**src/rtl/ctt_pkg.sv**
```systemverilog
package ctt_pkg;
  typedef enum logic [1:0] {
    RSEL_FREE = 2'b00,
    RSEL_CH0  = 2'b01,
    RSEL_PER  = 2'b10,
    RSEL_RSV  = 2'b11
  } rsel_e;
endpackage

```
**src/rtl/ctt_base_counter.sv**
```systemverilog
module ctt_base_counter
  import ctt_pkg::*;
#(
  parameter int CW = 16
) (
  input  logic          clk_i,
  input  logic          rst_ni,
  input  logic          run_i,
  input  rsel_e         rsel_i,
  input  logic [CW-1:0] period_i,
  input  logic [CW-1:0] cmp0_i,
  output logic [CW-1:0] cnt_o
);
  localparam logic [CW-1:0] CNT_MAX = {CW{1'b1}};

  logic [CW-1:0] cnt_q;
  logic          restart;

  always_comb begin
    unique case (rsel_i)
      RSEL_CH0: restart = (cnt_q == cmp0_i);
      RSEL_PER: restart = (cnt_q == period_i);
      default:  restart = 1'b0;
    endcase
  end

  always_ff @(posedge clk_i or negedge rst_ni) begin
    if (!rst_ni)      cnt_q <= '0;
    else if (run_i)   cnt_q <= restart ? '0 : cnt_q + 1'b1;
  end

  assign cnt_o = cnt_q;

  a_r1_hold_stopped: assert property (@(posedge clk_i) disable iff (!rst_ni)
    !run_i |=> $stable(cnt_q));
  a_r2_free_wrap: assert property (@(posedge clk_i) disable iff (!rst_ni)
    (run_i && (rsel_i == RSEL_FREE || rsel_i == RSEL_RSV) && cnt_q == CNT_MAX) |=> cnt_q == '0);
  a_r3_ch0_restart: assert property (@(posedge clk_i) disable iff (!rst_ni)
    (run_i && rsel_i == RSEL_CH0 && cnt_q == cmp0_i) |=> cnt_q == '0);
  a_r4_period_restart: assert property (@(posedge clk_i) disable iff (!rst_ni)
    (run_i && rsel_i == RSEL_PER && cnt_q == period_i) |=> cnt_q == '0);
endmodule

```
**src/rtl/ctt_channel.sv**
```systemverilog
module ctt_channel #(
  parameter int CW = 16
) (
  input  logic          clk_i,
  input  logic          rst_ni,
  input  logic          run_i,
  input  logic [CW-1:0] cnt_i,
  input  logic [CW-1:0] cmp_i,
  input  logic          wave_en_i,
  input  logic          idle_i,
  input  logic          inv_i,
  input  logic          dis_i,
  input  logic          clr_i,
  output logic          wave_o,
  output logic          flag_o
);
  logic match;
  logic tgl_q;
  logic flag_q;

  assign match = run_i && (cnt_i == cmp_i);

  // stopped: toggle state tracks idle level
  always_ff @(posedge clk_i or negedge rst_ni) begin
    if (!rst_ni)                    tgl_q <= 1'b0;
    else if (!run_i)                tgl_q <= idle_i;
    else if (match && wave_en_i)    tgl_q <= ~tgl_q;
  end

  // set wins over clear
  always_ff @(posedge clk_i or negedge rst_ni) begin
    if (!rst_ni) flag_q <= 1'b0;
    else         flag_q <= (flag_q & ~clr_i) | match;
  end

  assign wave_o = dis_i ? idle_i : (tgl_q ^ inv_i);
  assign flag_o = flag_q;

  a_r5_toggle_on_match: assert property (@(posedge clk_i) disable iff (!rst_ni)
    (run_i && cnt_i == cmp_i && wave_en_i) |=> tgl_q != $past(tgl_q));
  a_r3_no_toggle_when_period: assert property (@(posedge clk_i) disable iff (!rst_ni)
    (run_i && !wave_en_i) |=> $stable(tgl_q));
  a_r6_flag_set: assert property (@(posedge clk_i) disable iff (!rst_ni)
    (run_i && cnt_i == cmp_i) |=> flag_q);
  a_r6_flag_sticky: assert property (@(posedge clk_i) disable iff (!rst_ni)
    (flag_q && !clr_i) |=> flag_q);
  a_r7_idle_load: assert property (@(posedge clk_i) disable iff (!rst_ni)
    !run_i |=> tgl_q == $past(idle_i));
endmodule

```
**src/rtl/cmp_toggle_timer.sv**
```systemverilog
module cmp_toggle_timer
  import ctt_pkg::*;
#(
  parameter int NCH = 8,
  parameter int CW  = 16
) (
  input  logic             clk_i,
  input  logic             rst_ni,
  input  logic             run_i,
  input  logic [1:0]       rsel_i,
  input  logic [CW-1:0]    period_i,
  input  logic [NCH*CW-1:0] cmp_i,
  input  logic [NCH-1:0]   idle_i,
  input  logic [NCH-1:0]   inv_i,
  input  logic [NCH-1:0]   out_dis_i,
  input  logic [NCH-1:0]   flag_clr_i,
  output logic [CW-1:0]    cnt_o,
  output logic [NCH-1:0]   wave_o,
  output logic [NCH-1:0]   flag_o
);
  rsel_e         rsel;
  logic [CW-1:0] cnt;

  assign rsel = rsel_e'(rsel_i);

  ctt_base_counter #(.CW(CW)) u_cnt (
    .clk_i    (clk_i),
    .rst_ni   (rst_ni),
    .run_i    (run_i),
    .rsel_i   (rsel),
    .period_i (period_i),
    .cmp0_i   (cmp_i[CW-1:0]),
    .cnt_o    (cnt)
  );

  for (genvar j = 0; j < NCH; j++) begin : g_ch
    logic wave_en;
    // channel 0 loses its waveform when it sets the period
    if (j == 0) begin : g_ch0
      assign wave_en = (rsel != RSEL_CH0);
    end else begin : g_chn
      assign wave_en = 1'b1;
    end

    ctt_channel #(.CW(CW)) u_ch (
      .clk_i     (clk_i),
      .rst_ni    (rst_ni),
      .run_i     (run_i),
      .cnt_i     (cnt),
      .cmp_i     (cmp_i[j*CW +: CW]),
      .wave_en_i (wave_en),
      .idle_i    (idle_i[j]),
      .inv_i     (inv_i[j]),
      .dis_i     (out_dis_i[j]),
      .clr_i     (flag_clr_i[j]),
      .wave_o    (wave_o[j]),
      .flag_o    (flag_o[j])
    );
  end

  assign cnt_o = cnt;
endmodule

```
**config.mk**
```make
export PLATFORM = sky130hd
export DESIGN_NAME = cmp_toggle_timer
export DESIGN_NICKNAME = d
export VERILOG_FILES = /design/src/rtl/ctt_pkg.sv /design/src/rtl/ctt_base_counter.sv /design/src/rtl/ctt_channel.sv /design/src/rtl/cmp_toggle_timer.sv
export SDC_FILE = /design/constraint.sdc
export NUM_CORES = 1
export LEC_CHECK = 0
export ABC_AREA = 1
export BUFFER_PORTS_ARGS = -buffer_cell sky130_fd_sc_hd__buf_2
export CAP_MARGIN = 40
export CORE_MARGIN = 1.5
export CORE_UTILIZATION = 47
export DETAILED_ROUTE_END_ITERATION = 10
export HOLD_SLACK_MARGIN = 0.03
export PLACE_DENSITY = 0.88
export SLEW_MARGIN = 30
export SYNTH_ARGS = -nofsm -noshare
export SYNTH_HDL_FRONTEND = slang
export SYNTH_SLANG_ARGS = --single-unit
```
**constraint.sdc**
```tcl
create_clock -name clk_i -period 2.11 [get_ports clk_i]
set_input_delay 0.211 -clock clk_i [delete_from_list [all_inputs] [get_ports clk_i]]
set_output_delay 0.211 -clock clk_i [all_outputs]
set_load 0.01 [all_outputs]
```
[Yosys cells after proc, flatten, opt, wreduce, memory -nomap -nowiden]
Index checks and enable logic that the tools add are counted.
Word-level totals
  register bits after elaboration: 32
  input port bits: 181
Operators by class
  bitwise operators: 40
  multiplexer cells: 26
  eq/ne operators: 20
  add/subtract/negate cells: 1
  reduce and logical (&&, ||, !) cells: 9
Operator list (count)
  16-bit equality test: 9
  1-bit two-way mux: 24
  2-bit by 1-bit inequality test with 1-bit output (second input constant): 9
  16-bit by 1-bit adder with 16-bit output (second input constant): 1
  16-bit two-way mux: 1
  1-bit inverter: 16
  1-bit logical AND: 9
  1-bit bitwise AND: 8
  1-bit OR: 8
  1-bit bitwise XOR: 8
  2-bit by 1-bit equality test with 1-bit output (second input constant): 1
  2-bit equality test (second input constant): 1
  1-bit one-hot mux with 2 select lines: 1

[Depth between registers and ports, before layout]
Gate-level depths: netlist of run 1.
  depth in word-level cells: 5
  gate-level depth with buffers: 13

[Hierarchy]
From an unflattened synthesis of run 1, not the netlist that was laid out.
Second synthesis, totals
  cells, all modules: 1083
  area total of the unflattened synthesis: 5247.5 µm²
By module, submodules not included
  ctt_channel: area an instance 486.7 µm², seq. area each 50.0 µm², cells each 107, times used 8
  ctt_base_counter: area an instance 1342.5 µm², seq. area each 400.4 µm², cells each 224, times used 1
  cmp_toggle_timer: area an instance 11.3 µm², seq. area each 0.0 µm², cells each 3, times used 1

[Worst setup path before layout of run 1]
No wires, ideal clock.
  kind: reg2reg
  start point: register u_cnt.cnt_q[1] (netlist: u_cnt.cnt_o[1])
  end point: register u_cnt.cnt_q[10] (netlist: u_cnt.cnt_o[10])
  path slack: 0.509 ns
  data arrival time: 1.489 ns
  path buffers: 0
  required time: 1.997 ns
  clock period less this slack: 1.601 ns
  cell stages (with the launch flop): 11
  cells stage by stage: dfrtp_1 -> ha_1 -> nand2_1 -> nor2_1 -> nand2_1 -> nor2_1 -> nand3_1 -> xor2_1 -> inv_1 -> nand2_1 -> inv_1
On the way
  longest elaborated chain between the ends: 3
  elaborated cells on any way between the ends: 5
RTL lines
  from (decl): RTL line ctt_base_counter.sv:16  | logic [CW-1:0] cnt_q;
  from (signal assigned): RTL line ctt_base_counter.sv:29  | else if (run_i) cnt_q <= restart ? '0 : cnt_q + 1'b1;
  branches (longest 2 deep; another with 16-bit by 1-bit adder with 16-bit output)
  16-bit two-way mux *: RTL line ctt_base_counter.sv:29
Every way passes the cells marked *.
A chain may end at the register's enable or synchronous reset.

[Worst setup path in the final report of run 1]
  start point: register u_cnt.cnt_q[8] (netlist: u_cnt.cnt_o[8])
  end point: register u_cnt.cnt_q[9] (netlist: u_cnt.cnt_o[9])
The elaborated chain is that of the path after synthesis.

==> key figures, run 1 <==
Layout
  • Post-layout util: 0.613
  • Layout fillers: 863
  • Share of layout cells above drive strength 1: 0.296
  • Final Non-Filler Cells: 1,027
  • Register area: 806 sq um
  • NumNets Final: 1,101
  • Area grow syn2layout: 27.1%
  • Area occupied by multi-input gates: 2680 sq um

Synth
  • Main synth FF type: dfrtp_1
  • Mapped cell area: 4170 sq um
  • Mapped Cells: 723
  • Yosys cell types: 28
  • Number of synthesized flops with an enable pin: 0
  • Synth Net Count: 907
  • Syn avg cell area: 5.76 sq um
  • Sequential area share after synthesis: 0.192
  • Synth Register Bits: 32
  • Asr flop ratio synth: 1.00
  • Synth Warn #: 0

Timing
  • RSZ-0062 raised after global routing: no
  • Hold Violations, Final: 0
  • Crit path time final: 1880 ps
  • Max Slew Vio Count: 0
  • Max_slew headroom: 0.658
  • Final Setup Violations: 0
  • Hold WS: 86.5 ps
  • Post-route setup TNS: 0 ps
  • Fmax: 531 MHz
  • Crit share post-route: 0.892
  • Actual slew at the worst max-slew pin: 512 ps
  • Clk_skew: 9.10 ps

Detailed routing
  • Initial DRC count: 317
  • Final ANT Viol Nets: 0
  • DR DRC count: 0
  • Vias per cell: 5.26
  • Total number of vias: 5,406
  • Detailed Routing Iterations Pass 1: 5
  • Wirelength per Cell: 15.3 um
  • Routed WL: 15,700 um

Setup path
  • CP required: 2290 ps
  • CP endpoint kind: flop
  • WS Path Type: reg -> reg
  • Worst path bufs/invs: 2
  • CP max stage delay: 490 ps
  • Peak fanout along the critical path: 17
  • Startpoint types: flop
  • Worst path most repeated cell: nand2_1
  • Top Family by Delay on Critical Path: simple AND/OR/NAND/NOR gates
  • CP Data Arrival Time: 2060 ps
  • CP max stage cell: dfrtp_2
  • CP Cell Sequence: inv_2 > nand2_1 > nand2_1 > nor2_1 > nand2_1 > nor2_2 > nand3_2 > nand2_2 > nand3_2 > nand2_1 > inv_1

Die
  • Die Area: 9440 sq um
  • Boundary Pins: 213
  • Overall die height: 97.2 um
  • Die X: 97.2 um
  • Initial Util: 0.482
  • Cell Rows: 34
  • Core area: 8640 sq um

Clock tree
  • CTS tree: built
  • Clock root buffer: clkbuf_8
  • Clock buffer depth: 2
  • Clk_lat worst skew: 290 ps
  • CTS sink count: 32
  • H-tree depth: 2
  • Total setup buffers inserted after CTS: 0
  • Num CTS Buffers: 5
  • Clock transition at the registers of the reported paths: 70 ps

Pwr
  • Leak: 2.99 nW
  • VDD IR max: 418 uV
  • Pwr/cell area: 631 nW/um^2
  • Overall Power: 3.34 mW

Place
  • Final GP Congestion: 1.01
  • Inst Count DP: 1,016
  • Port Buffers: 212
  • DP HPWL: 12,600 um

Global routing
  • Number of global-route vias before repair: 4,953
  • First-pass GRT wire length: 24,500 um
  • Initial antenna violation count: 1
  • Largest net degree at the start of global routing: 33
  • Total track usage: 0.328
  • Overflow after GRT: 0

Outcome
  • Status: complete, no violations

Flow run
  • Maxcap violations: 0

Min path
  • Hold crit path type: in -> reg
==> synthesized netlist by cell type (5+ instances only) <==
| master | number | area (sq um) |
|---|---|---|
| buf_2 | 10 | 50.1 |
| buf_4 | 26 | 195 |
| buf_6 | 5 | 56.3 |
| dfrtp_1 | 32 | 801 |
| inv_1 | 85 | 319 |
| inv_2 | 13 | 48.8 |
| nand2_1 | 256 | 961 |
| nand3_1 | 22 | 110 |
| nand4_1 | 20 | 125 |
| nor2_1 | 71 | 267 |
| nor3_1 | 12 | 60.1 |
| o21ai_0 | 66 | 330 |
| o22ai_1 | 15 | 93.8 |
| or2_2 | 8 | 50.1 |
| xnor2_1 | 29 | 254 |
| xor2_1 | 28 | 245 |
==> power by group <==
| part | internal, mW | switching (mW) | total (mW) | leakage (nW) |
|---|---|---|---|---|
| registers | 0.701 | 0.183 | 0.884 | 0.374 |
| logic | 0.765 | 1.18 | 1.95 | 2.57 |
| clock network | 0.266 | 0.245 | 0.512 | 0.0455 |
| total | 1.73 | 1.61 | 3.34 | 2.99 |
==> layer usage <==
metal | vias up | part of all wire | routed length [um] | global-route usage
li1 | 2619 | - | - | -
met1 | 2405 | 0.38 | 5930 | 0.383
met2 | 322 | 0.48 | 7460 | 0.572
met3 | 60 | 0.10 | 1620 | 0.0770
met4 | 0 | 0.042 | 653 | 0.139
met5 | - | 0 | 0 | 0
==> sequential cells by signal, indices dropped and copies added, names as in the netlist <==
signal and flops:
g_ch.u_ch.tgl_q 8, u_cnt.cnt_o 16, g_ch.u_ch.flag_o 8
==> through the flow <==
stage                     worst slack, ps  instance area (sq um)
after CTS                             121                   5270
after detailed placement              159                   5170
final                                 228                   5300
after floorplan                       509                   4170
after global placement                187                   5170
after global routing                 37.4                   5300
==> path summary, 6_finish.rpt <==
check | slack, ps | end | from | depth (start not counted)
max | 230 | u_cnt.cnt_o[9] | u_cnt.cnt_o[8] | 11
min | 90 | g_ch[2].u_ch.flag_o | flag_clr_i[2] | 2
max reg2reg | 230 | u_cnt.cnt_o[9] | u_cnt.cnt_o[8] | 11
min reg2reg | 520 | g_ch[1].u_ch.tgl_q | g_ch[1].u_ch.tgl_q | 1
max in group asynchronous | 1410 | u_cnt.cnt_o[8] | rst_ni | 3
min in group asynchronous | 290 | u_cnt.cnt_o[2] | rst_ni | 2
==> layout by cell type, fill, tap and decap left out, types with 3 or more instances in the layout <==
master	n
inv_2	13
nor2_1	71
nor3_1	12
xnor2_1	29
nand4_1	20
or2_2	8
nand2_1	256
buf_2	212
inv_1	85
xor2_1	28
o21ai_0	66
dfrtp_1	28
nand2_2	4
nand3_1	22
clkbuf_8	6
o22ai_1	15
dfrtp_2	4
buf_4	15
a22o_1	4
ha_1	3
nor2_2	3
==> cell families (layout without fill, tap and decap cells) <==
family | Yosys count | count (layout) | synth area share
AO/OA/AOI/OAI | 87 | 87 | 0.113
XOR/XNOR | 57 | 57 | 0.120
adder cells (fa/ha/maj) | 3 | 3 | 0.00901
buffers and inverters | 142 | 337 | 0.165
flip-flops | 32 | 32 | 0.192
other | 0 | 1 | 0
AND/OR/NAND/NOR | 402 | 402 | 0.401
==> final cells by class <==
class | instances | area share
multi-input combinational | 549 | 0.506
timing repair buffer | 229 | 0.227
sequential | 32 | 0.152
inverter | 100 | 0.0718
tap | 108 | 0.0255
clock buffer | 8 | 0.0170
antenna | 1 | 0.000472
==> repair_timing <==
action                                  CTS  global route
gates resized for setup                   0             4
hold endpoints to repair                 24             0
endpoints found under the setup margin    0            12
hold buffers                              1             0
==> worst register-to-register path, delay by kind of cell, from the launching register on <==
family,cells,cell delay (ps)
buf+inv,2,250
flops,1,490
simple gates,9,1030
Note: power is estimated with default switching activity, not from simulation.
==> inputs of run 2 (changes only) <==
==> constraint.sdc (replaced) <==
create_clock -name clk_i -period 2.11 [get_ports clk_i]
set_input_delay 0 -clock clk_i [delete_from_list [all_inputs] [get_ports clk_i]]
set_output_delay 0 -clock clk_i [all_outputs]
set_load 0.01 [all_outputs]
==> run 2 against run 1 <==
Flip-flop and latch count unchanged; critical path depth unchanged; fmax decreased by 0.56%; clock skew decreased by 1.9 ps; clock power increased by 19%; worst setup slack got worse by 11 ps; largest power group unchanged.
==> key figures, run 2 (synthesized netlist as in run 1, its figures left out) <==
Clock tree
  • Total setup buffers inserted after CTS: 0 (unchanged)
  • Num CTS Buffers: 5 (unchanged)
  • Clock buffer depth: 2 (unchanged)
  • Clk_lat worst skew: 290 ps (about the same)
  • CTS sink count: 32 (unchanged)
  • Clock transition at the registers of the reported paths: 80 ps (about the same)
  • Clock root buffer: clkbuf_8
  • H-tree depth: 2 (unchanged)
  • CTS tree: built

Global routing
  • Initial antenna violation count: 1 (unchanged)
  • Number of global-route vias before repair: 5,109 (+3.1%)
  • Overflow after GRT: 0 (unchanged)
  • First-pass GRT wire length: 25,100 um (+2.4%)
  • Largest net degree at the start of global routing: 33 (unchanged)
  • Total track usage: 0.337 (+0.00904)

Layout
  • Share of layout cells above drive strength 1: 0.293 (-0.00332)
  • Most common cell after layout, fill and taps aside: nand2_1
  • Layout fillers: 853 (-1.2%)
  • Final Non-Filler Cells: 1,034 (+0.68%)
  • NumNets Final: 1,108 (+0.64%)
  • Area grow syn2layout: 29.1%
  • Commonest cells after routing, fill and taps aside: nand2_1 (256), buf_2 (212), inv_1 (85)
  • Final instance area: 5380 sq um (+1.5%)
  • Largest register FFs: 16 (unchanged)

Pwr
  • Overall Power: 3.48 mW (+4.2%)
  • Leak: 3.02 nW (+1.1%)
  • Pwr/cell area: 648 nW/um^2 (+2.7%)
  • VDD IR max: 366 uV (-12%)

Die
  • Die Area: 9440 sq um (unchanged)
  • Boundary Pins: 213 (unchanged)
  • Cell Rows: 34 (unchanged)
  • Die X: 97.2 um (unchanged)
  • Initial Util: 0.482 (unchanged)
  • Core area: 8640 sq um (unchanged)
  • Overall die height: 97.2 um (unchanged)

Detailed routing
  • DR DRC count: 0 (unchanged)
  • Routed WL: 16,500 um (+5.2%)
  • Initial DRC count: 461 (+45%)
  • Vias per cell: 5.33 (+1.3%)
  • Final ANT Viol Nets: 0 (unchanged)
  • Total number of vias: 5,516 (+2.0%)
  • Detailed Routing Iterations Pass 1: 7 (+2)
  • Wirelength per Cell: 15.9 um (+4.5%)

Setup path
  • CP max stage cell: dfrtp_1
  • Crit path capture: u_cnt.cnt_o[4]
  • Peak fanout along the critical path: 12 (-5)
  • FF-to-FF Start: u_cnt.cnt_o[2]
  • R2r worst-path depth: 11 (unchanged)
  • Launch point of the critical path: u_cnt.cnt_o[2]
  • CP required: 2300 ps (about the same)
  • WS Path Type: reg -> reg
  • CP Data Arrival Time: 2080 ps (+20 ps)
  • CP endpoint kind: flop
  • Worst path most repeated cell: nand2_1
  • Setup slack, reg-to-reg: 220 ps (about the same)
  • CP Cell Sequence: inv_2 > nand2_1 > nand2_1 > nor2_1 > nand2_1 > nor2_2 > nand3_2 > nand2_2 > nand3_2 > nand2_1 > inv_1
  • RR Endpoint: u_cnt.cnt_o[4]
  • CP max stage delay: 520 ps (+30 ps)
  • Startpoint types: flop

Place
  • Post-Place Cell Area: 5160 sq um (-0.15%)
  • Port Buffers: 212 (unchanged)
  • DP HPWL: 12,900 um (+2.8%)
  • Inst Count DP: 1,015 (-0.098%)
  • Final GP Congestion: 1.01 (-0.52%)

Timing
  • Final Setup Violations: 0 (unchanged)
  • Fmax: 528 MHz (-0.56%)
  • RSZ-0062 raised after global routing: no
  • Max Slew Vio Count: 0 (unchanged)
  • Max_slew headroom: 0.474 (-0.184)
  • Clk_skew: 7.21 ps (-1.89 ps)
  • Crit share post-route: 0.897 (+0.00503)
  • Hold Violations, Final: 0 (unchanged)
  • Crit path time final: 1890 ps (+10.6 ps)
  • Actual slew at the worst max-slew pin: 789 ps (+276 ps)
  • Post-route setup TNS: 0 ps (unchanged)

Outcome
  • Status: complete, no violations

Min path
  • Hold crit path type: in -> reg

Flow run
  • Maxcap violations: 0 (unchanged)
==> run 2: cell count changes in the layout (fill, tap and decap cells not counted), sizes merged <==
cell,before,now
dlygate4sd3,1,10
buf,228,226
clkbuf,8,6
bufinv,0,1
clkinv,0,1
==> run 2: how the worst min path moves through the flow <==
| stage | endpoint | startpoint | depth (start not counted) | slack (ps) |
|---|---|---|---|---|
| floorplan | g_ch[0].u_ch.flag_o | rst_ni | 0 | -300 |
| global placement | u_cnt.cnt_o[1] | rst_ni | 1 | 110 |
| detailed placement | u_cnt.cnt_o[15] | rst_ni | 1 | 120 |
| CTS | g_ch[1].u_ch.tgl_q | idle_i[1] | 5 | 30 |
| global route | g_ch[1].u_ch.tgl_q | idle_i[1] | 5 | 60 |
| finish | g_ch[3].u_ch.tgl_q | idle_i[3] | 5 | 30 |
==> run 2: power by group <==
group / total, mW / internal, mW / switching [mW] / leakage (nW)
registers: 0.889 / 0.701 / 0.188 / 0.374
logic: 1.99 / 0.783 / 1.20 / 2.59
clock network: 0.607 / 0.351 / 0.256 / 0.0552
==> run 2: critical path, delay by kind of cell, from the launching register on <==
kind | cells | cell delay (ps)
simple gates | 9 | 1030
buf+inv | 2 | 230
flops | 1 | 520
==> run 2: cell type report <==
| type | count | area [sq um] | area share |
|---|---|---|---|
| sequential | 32 | 806 | 0.150 |
| antenna | 1 | 2.50 | 0.000465 |
| clock inverter | 2 | 35.0 | 0.00651 |
| tap | 108 | 135 | 0.0251 |
| multi-input combinational | 549 | 2680 | 0.498 |
| clock buffer | 6 | 72.6 | 0.0135 |
| inverter | 100 | 380 | 0.0707 |
| timing repair buffer | 236 | 1270 | 0.235 |
==> run 2: routing by layer <==
metal	vias to the layer above	GRT usage	part of all wire
met5	-	0	0
met4	0	0.154	0.048
met3	77	0.0827	0.11
met2	389	0.601	0.48
met1	2417	0.375	0.36
li1	2633	-	-
==> run 2: metrics by stage <==
stage | setup WS [ps] | hold slack (ps) | utilization
floorplan | 509 | -296 | -
finish | 218 | 34.5 | 0.623
detailed placement | 162 | 125 | 0.598
CTS | 131 | 31.9 | 0.622
global route | 73.5 | 60.1 | 0.622
global placement | 196 | 105 | 0.598
==> run 2: what timing repair did <==
item,in CTS,in global routing
resized for setup,0,4
hold endpoints to repair,41,0
setup endpoints to repair,0,12
hold buffers,10,0
